$ cat src/rtl/mcs_pkg.sv
`timescale 1ns/1ps
package mcs_pkg;

   typedef enum logic [1:0] {
      ST_FETCH = 2'd0,
      ST_EX1   = 2'd1,
      ST_EX2   = 2'd2,
      ST_EX3   = 2'd3
   } step_e;

   typedef enum logic [2:0] {
      OP_NOP   = 3'd0,
      OP_CLR   = 3'd1,
      OP_STD   = 3'd2,
      OP_ICALL = 3'd3,
      OP_LPM   = 3'd4
   } op_e;

   localparam logic [3:0] ALU_IDLE = 4'd0;
   localparam logic [3:0] ALU_XOR  = 4'd6;

   localparam int FLAG_POS_Z = 1;
   localparam int FLAG_POS_N = 2;
   localparam int FLAG_POS_V = 3;
   localparam int FLAG_POS_S = 4;

endpackage

$ cat src/rtl/mcs_decode.sv
`timescale 1ns/1ps
module mcs_decode
   import mcs_pkg::*;
#(
   parameter int IR_W     = 16,
   parameter int IDX_W    = 5,
   parameter int DISP_W   = 6,
   parameter bit LPM_EN   = 1'b1,
   parameter bit ICALL_EN = 1'b1
) (
   input  logic [IR_W-1:0]   ir_word,
   output op_e               op,
   output logic [IDX_W-1:0]  reg_fld,
   output logic [DISP_W-1:0] disp,
   output logic [1:0]        ex_len
);

   localparam logic [15:0] CALL_WORD = 16'h9509;

   if (IR_W != 16 || IDX_W != 5 || DISP_W != 6) begin : g_bad_geom
      $error("mcs_decode: field layout needs IR_W=16, IDX_W=5, DISP_W=6");
   end

   logic clr_hit, std_hit, icall_hit, lpm_hit;

   assign clr_hit = (ir_word[15:10] == 6'b001001) &&
                    (ir_word[9] == ir_word[8]) &&
                    (ir_word[3:0] == ir_word[7:4]);

   assign std_hit = (ir_word[15:14] == 2'b10) && !ir_word[12] &&
                    ir_word[9] && ir_word[3];

   if (ICALL_EN) begin : g_icall
      assign icall_hit = (ir_word == CALL_WORD);
   end else begin : g_no_icall
      assign icall_hit = 1'b0;
   end

   if (LPM_EN) begin : g_lpm
      assign lpm_hit = (ir_word[15:9] == 7'b1001000) && (ir_word[3:0] == 4'b0100);
   end else begin : g_no_lpm
      assign lpm_hit = 1'b0;
   end

   always_comb begin
      op     = OP_NOP;
      ex_len = 2'd1;
      if (clr_hit) begin
         op     = OP_CLR;
         ex_len = 2'd1;
      end else if (std_hit) begin
         op     = OP_STD;
         ex_len = 2'd2;
      end else if (icall_hit) begin
         op     = OP_ICALL;
         ex_len = 2'd2;
      end else if (lpm_hit) begin
         op     = OP_LPM;
         ex_len = 2'd3;
      end
   end

   assign reg_fld = ir_word[4 +: IDX_W];
   assign disp    = {ir_word[13], ir_word[11:10], ir_word[2:0]};

endmodule

$ cat src/rtl/mcs_step.sv
`timescale 1ns/1ps
module mcs_step
   import mcs_pkg::*;
(
   input  logic       clk,
   input  logic       rst,
   input  op_e        op,
   input  logic [1:0] ex_len,
   output step_e      step
);

   step_e nxt;

   always_comb begin
      if (step == ST_FETCH) begin
         nxt = ST_EX1;
      end else if (2'(step) == ex_len) begin
         nxt = ST_FETCH;
      end else begin
         nxt = step_e'(2'(step) + 2'd1);
      end
   end

   always_ff @(posedge clk) begin
      if (rst) step <= ST_FETCH;
      else     step <= nxt;
   end

   // reset leaves the sequencer in fetch
   p_reset_to_fetch_r1: assert property (@(posedge clk)
      rst |=> step == ST_FETCH);

   // fetch is always followed by the first execute step
   p_fetch_then_ex1_r3: assert property (@(posedge clk) disable iff (rst)
      step == ST_FETCH |=> step == ST_EX1);

   // clear has a single execute step
   p_clr_single_r4: assert property (@(posedge clk) disable iff (rst)
      (step == ST_EX1 && op == OP_CLR) |=> step == ST_FETCH);

   // only the program load reaches a third execute step
   p_ex3_is_lpm_r9: assert property (@(posedge clk) disable iff (rst)
      step == ST_EX3 |-> op == OP_LPM);

endmodule

$ cat src/rtl/mcs_ctl.sv
`timescale 1ns/1ps
module mcs_ctl
   import mcs_pkg::*;
#(
   parameter int IDX_W    = 5,
   parameter int DISP_W   = 6,
   parameter int FLAG_W   = 8,
   parameter int PTR_Y_LO = 28,
   parameter int PTR_Z_LO = 30
) (
   input  logic              rst,
   input  step_e             step,
   input  op_e               op,
   input  logic [IDX_W-1:0]  reg_fld,
   input  logic [DISP_W-1:0] disp,
   input  logic              z_lsb,
   output logic              ir_ld,
   output logic              pc_ld,
   output logic              npc_ld,
   output logic              ret_ld,
   output logic              pc_hi_ld,
   output logic              pc_lo_ld,
   output logic              sp_ld,
   output logic              sp_dec,
   output logic              rf_we_a,
   output logic              rf_we_b,
   output logic [IDX_W-1:0]  wa_idx,
   output logic [IDX_W-1:0]  wb_idx,
   output logic [IDX_W-1:0]  ra_idx,
   output logic [IDX_W-1:0]  rb_idx,
   output logic [3:0]        alu_op,
   output logic [FLAG_W-1:0] flag_we,
   output logic              rf_src,
   output logic              agu_ld,
   output logic [DISP_W-1:0] agu_disp,
   output logic              dm_we,
   output logic              dm_addr_sel,
   output logic              dm_wdata_sel,
   output logic              pm_addr_sel,
   output logic              pm_byte_hi,
   output logic              mdr_ld
);

   localparam logic [IDX_W-1:0]  Y_LO = IDX_W'(PTR_Y_LO);
   localparam logic [IDX_W-1:0]  Y_HI = IDX_W'(PTR_Y_LO + 1);
   localparam logic [IDX_W-1:0]  Z_LO = IDX_W'(PTR_Z_LO);
   localparam logic [IDX_W-1:0]  Z_HI = IDX_W'(PTR_Z_LO + 1);
   localparam logic [FLAG_W-1:0] CLR_FLAGS = FLAG_W'((1 << FLAG_POS_Z) | (1 << FLAG_POS_N) |
                                                     (1 << FLAG_POS_V) | (1 << FLAG_POS_S));

   always_comb begin
      ir_ld = 1'b0; pc_ld = 1'b0; npc_ld = 1'b0; ret_ld = 1'b0;
      pc_hi_ld = 1'b0; pc_lo_ld = 1'b0; sp_ld = 1'b0; sp_dec = 1'b0;
      rf_we_a = 1'b0; rf_we_b = 1'b0;
      wa_idx = '0; wb_idx = '0; ra_idx = '0; rb_idx = '0;
      alu_op = ALU_IDLE; flag_we = '0; rf_src = 1'b0;
      agu_ld = 1'b0; agu_disp = '0;
      dm_we = 1'b0; dm_addr_sel = 1'b0; dm_wdata_sel = 1'b0;
      pm_addr_sel = 1'b0; pm_byte_hi = 1'b0; mdr_ld = 1'b0;
      if (!rst) begin
         unique case (step)
            ST_FETCH: begin
               ir_ld  = 1'b1;
               pc_ld  = 1'b1;
               npc_ld = 1'b1;
               ret_ld = 1'b1;
            end
            ST_EX1: begin
               case (op)
                  OP_CLR: begin
                     rf_we_a = 1'b1;
                     wa_idx  = reg_fld;
                     ra_idx  = reg_fld;
                     rb_idx  = reg_fld;
                     alu_op  = ALU_XOR;
                     flag_we = CLR_FLAGS;
                  end
                  OP_STD: begin
                     ra_idx   = Y_LO;
                     rb_idx   = Y_HI;
                     agu_ld   = 1'b1;
                     agu_disp = disp;
                  end
                  OP_ICALL: begin
                     dm_we        = 1'b1;
                     dm_addr_sel  = 1'b1;
                     dm_wdata_sel = 1'b1;
                     sp_ld        = 1'b1;
                     sp_dec       = 1'b1;
                  end
                  OP_LPM: begin
                     ra_idx = Z_LO;
                     rb_idx = Z_HI;
                     agu_ld = 1'b1;
                  end
                  default: ;
               endcase
            end
            ST_EX2: begin
               case (op)
                  OP_STD: begin
                     dm_we  = 1'b1;
                     ra_idx = reg_fld;
                  end
                  OP_ICALL: begin
                     ra_idx   = Z_LO;
                     rb_idx   = Z_HI;
                     pc_hi_ld = 1'b1;
                     pc_lo_ld = 1'b1;
                  end
                  OP_LPM: begin
                     pm_addr_sel = 1'b1;
                     mdr_ld      = 1'b1;
                     pm_byte_hi  = z_lsb;
                  end
                  default: ;
               endcase
            end
            ST_EX3: begin
               if (op == OP_LPM) begin
                  rf_we_a = 1'b1;
                  wa_idx  = reg_fld;
                  rf_src  = 1'b1;
               end
            end
            default: ;
         endcase
      end
   end

endmodule

$ cat src/rtl/mc_sequencer.sv
`timescale 1ns/1ps
module mc_sequencer
   import mcs_pkg::*;
#(
   parameter int IR_W     = 16,
   parameter int IDX_W    = 5,
   parameter int DISP_W   = 6,
   parameter int FLAG_W   = 8,
   parameter int PTR_Y_LO = 28,
   parameter int PTR_Z_LO = 30,
   parameter bit LPM_EN   = 1'b1,
   parameter bit ICALL_EN = 1'b1
) (
   input  logic              clk,
   input  logic              rst,
   input  logic [IR_W-1:0]   ir_word,
   input  logic              z_lsb,
   output logic              ir_ld,
   output logic              pc_ld,
   output logic              npc_ld,
   output logic              ret_ld,
   output logic              pc_hi_ld,
   output logic              pc_lo_ld,
   output logic              sp_ld,
   output logic              sp_dec,
   output logic              rf_we_a,
   output logic              rf_we_b,
   output logic [IDX_W-1:0]  wa_idx,
   output logic [IDX_W-1:0]  wb_idx,
   output logic [IDX_W-1:0]  ra_idx,
   output logic [IDX_W-1:0]  rb_idx,
   output logic [3:0]        alu_op,
   output logic [FLAG_W-1:0] flag_we,
   output logic              rf_src,
   output logic              agu_ld,
   output logic [DISP_W-1:0] agu_disp,
   output logic              dm_we,
   output logic              dm_addr_sel,
   output logic              dm_wdata_sel,
   output logic              pm_addr_sel,
   output logic              pm_byte_hi,
   output logic              mdr_ld
);

   localparam int NUM_REGS = 1 << IDX_W;

   if (PTR_Y_LO % 2 != 0 || PTR_Z_LO % 2 != 0) begin : g_bad_align
      $error("mc_sequencer: pointer pairs must start on an even register");
   end
   if (PTR_Y_LO + 1 >= NUM_REGS || PTR_Z_LO + 1 >= NUM_REGS) begin : g_bad_range
      $error("mc_sequencer: pointer pair exceeds the register file");
   end
   if (FLAG_W <= FLAG_POS_S) begin : g_bad_flags
      $error("mc_sequencer: flag mask too narrow");
   end

   op_e              op;
   step_e            step;
   logic [IDX_W-1:0] reg_fld;
   logic [DISP_W-1:0] disp;
   logic [1:0]       ex_len;

   mcs_decode #(
      .IR_W(IR_W), .IDX_W(IDX_W), .DISP_W(DISP_W),
      .LPM_EN(LPM_EN), .ICALL_EN(ICALL_EN)
   ) u_decode (
      .ir_word(ir_word), .op(op), .reg_fld(reg_fld), .disp(disp), .ex_len(ex_len)
   );

   mcs_step u_step (
      .clk(clk), .rst(rst), .op(op), .ex_len(ex_len), .step(step)
   );

   mcs_ctl #(
      .IDX_W(IDX_W), .DISP_W(DISP_W), .FLAG_W(FLAG_W),
      .PTR_Y_LO(PTR_Y_LO), .PTR_Z_LO(PTR_Z_LO)
   ) u_ctl (
      .rst(rst), .step(step), .op(op), .reg_fld(reg_fld), .disp(disp), .z_lsb(z_lsb),
      .ir_ld(ir_ld), .pc_ld(pc_ld), .npc_ld(npc_ld), .ret_ld(ret_ld),
      .pc_hi_ld(pc_hi_ld), .pc_lo_ld(pc_lo_ld), .sp_ld(sp_ld), .sp_dec(sp_dec),
      .rf_we_a(rf_we_a), .rf_we_b(rf_we_b),
      .wa_idx(wa_idx), .wb_idx(wb_idx), .ra_idx(ra_idx), .rb_idx(rb_idx),
      .alu_op(alu_op), .flag_we(flag_we), .rf_src(rf_src),
      .agu_ld(agu_ld), .agu_disp(agu_disp),
      .dm_we(dm_we), .dm_addr_sel(dm_addr_sel), .dm_wdata_sel(dm_wdata_sel),
      .pm_addr_sel(pm_addr_sel), .pm_byte_hi(pm_byte_hi), .mdr_ld(mdr_ld)
   );

   // reset silences every write and load
   p_reset_quiet_r1: assert property (@(posedge clk)
      rst |-> !(ir_ld || pc_ld || npc_ld || ret_ld || rf_we_a || dm_we ||
                sp_ld || pc_hi_ld || pc_lo_ld || mdr_ld || agu_ld));

   // the fetch step loads IR, PC, next-PC and return address together
   p_fetch_loads_r2: assert property (@(posedge clk) disable iff (rst)
      step == ST_FETCH |-> (ir_ld && pc_ld && npc_ld && ret_ld && !dm_we && !rf_we_a));

   // next-PC is never loaded during execute
   p_no_npc_in_ex_r3: assert property (@(posedge clk) disable iff (rst)
      step != ST_FETCH |-> !npc_ld && !ir_ld);

   // the call's PC load follows its stack push
   p_call_pc_after_push_r8: assert property (@(posedge clk) disable iff (rst)
      (pc_hi_ld && step == ST_EX2) |-> ($past(dm_we) && $past(sp_dec)));

   // program-memory byte lands in the register file in the last step
   p_lpm_writeback_r9: assert property (@(posedge clk) disable iff (rst)
      step == ST_EX3 |-> (rf_we_a && rf_src && $past(mdr_ld)));

   // at most one kind of state update per cycle
   p_single_target_r10: assert property (@(posedge clk) disable iff (rst)
      $onehot0({rf_we_a, dm_we, pc_hi_ld, mdr_ld}));

endmodule

$ cat config.mk
export PLATFORM = sky130hd
export DESIGN_NAME = mc_sequencer
export DESIGN_NICKNAME = d
export VERILOG_FILES = /design/src/rtl/mcs_pkg.sv /design/src/rtl/mcs_decode.sv /design/src/rtl/mcs_step.sv /design/src/rtl/mcs_ctl.sv /design/src/rtl/mc_sequencer.sv
export SDC_FILE = /design/constraint.sdc
export NUM_CORES = 1
export LEC_CHECK = 0
export ABC_AREA = 1
export BUFFER_PORTS_ARGS = -buffer_cell sky130_fd_sc_hd__buf_2
export CORE_ASPECT_RATIO = 1.5
export CORE_UTILIZATION = 26
export CTS_CLUSTER_DIAMETER = 60
export DETAILED_ROUTE_END_ITERATION = 10
export GPL_ROUTABILITY_DRIVEN = 0
export GPL_TIMING_DRIVEN = 0
export PLACE_DENSITY = 0.67
export SETUP_SLACK_MARGIN = 0.15
export SYNTH_ARGS = -nofsm -noshare
export SYNTH_HDL_FRONTEND = slang
export SYNTH_SLANG_ARGS = --single-unit
$ cat constraint.sdc
create_clock -name clk -period 1.15 [get_ports clk]
set_input_delay 0.115 -clock clk [delete_from_list [all_inputs] [get_ports clk]]
set_output_delay 0.115 -clock clk [all_outputs]
set_load 0.1 [all_outputs]
==> metrics.md <==
| Metric | Value |
|---|---|
| Largest registers | `u_step.step: 2 flops` |
| Antenna violation net count after detailed routing | `0` |
| Number of library cell types mapped by synthesis | `27` |
| Setup Slack @ Placement | `-0.852 ns` |
| Core area | `0.00345 mm^2` |
| Ranking of synthesized cells by area | `buf_4 20%, nand2_1 16%, ha_1 6.6%` |
| F_max | `563 MHz` |
| Number of buffers and inverters on the critical path | `3` |
| Slew Viols, Final | `0` |
| CP required | `a little over 1 ns` |
| Failing checks | `negative setup slack` |
| IO Pins | `75` |
| DRC errors left | `0` |
| Area grow syn2layout | `228%` |
| RSZ-0062 raised after global routing | `true` |
| Most frequent cell after synthesis | `nand2_1` |
| Most used DFF post-synth | `dfxtp_1` |
| PnR worst setup slack | `-0.627 ns` |
| Chip width | `51.3 um` |
| Post-synth top cells | `40 x nand2_1, 25 x buf_4, 16 x inv_1` |
| Hold buffers post-CTS | `0` |
| Largest net degree at the start of global routing | `9` |
| EDFF count, synth | `0` |
| Top cell family by delay on the critical path | `simple AND/OR/NAND/NOR gates` |
| Max-cap viol count | `0` |
| Mean area per synthesized cell | `5.84 um^2` |
| First-pass GRT wire length | `7.23 mm` |
| Clock power frac | `12.6%` |
| CP Data Arrival Time | `1.66 ns` |
| Synth top area share | `approximately a fifth` |
| CP max stage cell | `dfxtp_4` |
| Max reg flops | `2` |
| Clock Latency Late Sink | `0.21 ns` |
| Final period util | `155%` |
| FF+latch count, synth | `2` |
| CTS Root Cell | `clkbuf_8` |
| Type of the most critical hold path | `in -> reg` |
| Via/cell ratio | `4.74` |
| CTS tree | `yes` |
| Die height | `75.9 um` |
| Number of antenna diodes | `0` |
| Total Wirelength | `5.71 mm` |
| Worst IR Drop VDD | `1560 uV` |
| HPWL Detailed | `2.55 mm` |
| Grt ovf | `0` |
| Final hold violation count | `0` |
| Rows | `26` |
| PD cells | `697 mW/mm^2` |
| Clock slew at reported path FFs | `0.03 ns` |
| Hold slack | `between 0.4 and 0.5 ns` |
| Vias in the first global route | `approximately 1,400` |
| Initial antenna violation count | `0` |
| CP Capture Type | `output port` |
| Gate Count Post-Synth | `approximately 160` |
| Gr usage total | `about 24%` |
| Clock Skews | `around 0.0011 ns` |
| Critical path fanouts, max | `6` |
| Post-layout min period | `1.78 ns` |
| Clock buffer depth | `2` |
| Synthesis Warnings | `0` |
| Share of post-route cells with drive strength above 1 | `around four fifths` |
| Final setup fails | `46` |
| Logic pwr share | `81.3%` |
| H-Tree Depth | `1` |
| Outcome | `finished with violations` |
| Largest Register | `u_step.step` |
| CP cell instances | `inv_4, ha_4, nand3_4, nor2_8, nor2_4, inv_2, buf_6` |
| Post-synthesis sequential area ratio | `4.23%` |
| Cts bufs inserted | `3` |
| Post-synth ARST share | `0%` |
| Cell Area, Synth | `946 um^2` |
| Internal power | `1.02 mW` |
| Total die area | `0.00389 mm^2` |
| Share of power burned in registers | `6.1%` |
| Sw power | `1.15 mW` |
| Static leakage | `between 1 and 1.5 nW` |
| Fill cells | `133` |
| Starting Density | `a little over a quarter` |
| Via count | `1,468` |
| Number of nets in the layout | `between 200 and 300` |
| Port Buf Inserts | `61` |
| Sw Share | `about 53%` |
| Wire length per cell | `18.4 um` |
| Leading area contributor after synthesis | `buf_4` |
| Crit path launch type | `flip-flop` |
| Initial drt markers | `22` |
| Slowest stage delay, CP | `0.36 ns` |
| Critical path class | `reg -> out` |
| Clk sinks | `2` |
| Detailed Routing Iterations Pass 1 | `4` |
[cells by family after synthesis]
logic type	count (synthesis)	synth area share, %
AOI/OAI and AO/OA	7	4.10
xor gates and xnor gates	1	0.926
adders and majority gates	5	6.61
buffers and inverters	54	31.5
DFF	2	4.23
other	1	0.396
and+or+nand+nor	92	52.2
[metrics by stage]
stage	cells	instance area, um^2	util [%]	TNS (ns)	total power [mW]
2_1_floorplan	173	1580	-	-20.95	1.15
3_3_place_gp	276	1940	56.2	-26.65	1.29
3_5_place_dp	276	1940	56.2	-27.05	1.30
4_1_cts	296	2860	82.8	-19.31	1.90
5_1_grt	310	3110	90.1	-23.31	2.24
6_report	310	3110	90.1	-21.37	2.16
[worst reg2reg max path: stages, from the launching register on]
cell	delay (ns)
dfxtp_4	0.39
inv_4	0.06
ha_4	0.29
nand2_8	0.09
inv_12	0.13
buf_6	0.12
nand2_4	0.04
a21oi_2	0.09
[repair_timing]
| item | 4_1_cts | 5_1_grt |
|---|---|---|
| buffers inserted | 17 | 14 |
| endpoints found under the setup margin | 46 | 46 |
| hold endpoints to repair | 0 | 0 |
| resized for setup | 192 | 26 |
| pin swaps | 14 | 15 |
[cells in the final DEF (no fill, tap or decap), types with 3 or more instances in the layout]
master,n
buf_2,16
nand2_4,4
nand3_1,4
inv_1,7
nand2_8,10
nor2_1,4
nor2_2,5
buf_6,22
nand2_1,19
ha_4,4
clkbuf_8,3
buf_4,26
inv_2,11
nand2_2,8
nand3_2,3
buf_12,54
conb_1,12
nor2_4,14
nor3_4,6
nand3_4,6
inv_4,3
[final cells by class]
type	count	area (um^2)	share of cell area [%]
buffer	26	294	9.46
clock buffer	3	41.3	1.33
inverter	28	163	5.24
multi-input combinational	117	1200	38.6
sequential	2	47.5	1.53
tap	42	52.6	1.69
timing repair buffer	92	1310	42.2
[routing by layer]
metal | vias to the layer above | GRT usage, % | share of wire, %
li1 | 681 | - | -
met5 | - | 0 | 0
met3 | 14 | 2.99 | 6.7
met4 | 0 | 4.80 | 2.4
met1 | 693 | 29.0 | 38
met2 | 80 | 46.6 | 53
[power by group through the flow]
stage               Combinational (mW)  Clock [mW]  Sequential (mW)
floorplan                         1.02           0            0.127
global placement                  1.16           0            0.134
detailed placement                1.16           0            0.134
CTS                               1.50       0.270            0.127
global route                      1.82       0.282            0.135
finish                            1.76       0.273            0.132
[worst paths after layout]
| kind | slack, ns | cells after the start | start | endpoint |
|---|---|---|---|---|
| max | -0.63 | 7 | u_step.step[1] | rf_we_a |
| min | 0.41 | 2 | rst | u_step.step[0] |
| max reg2reg | -0.14 | 7 | u_step.step[0] | u_step.step[1] |
| min reg2reg | 0.58 | 2 | u_step.step[0] | u_step.step[1] |
Note: power is estimated with default switching activity, not from simulation.
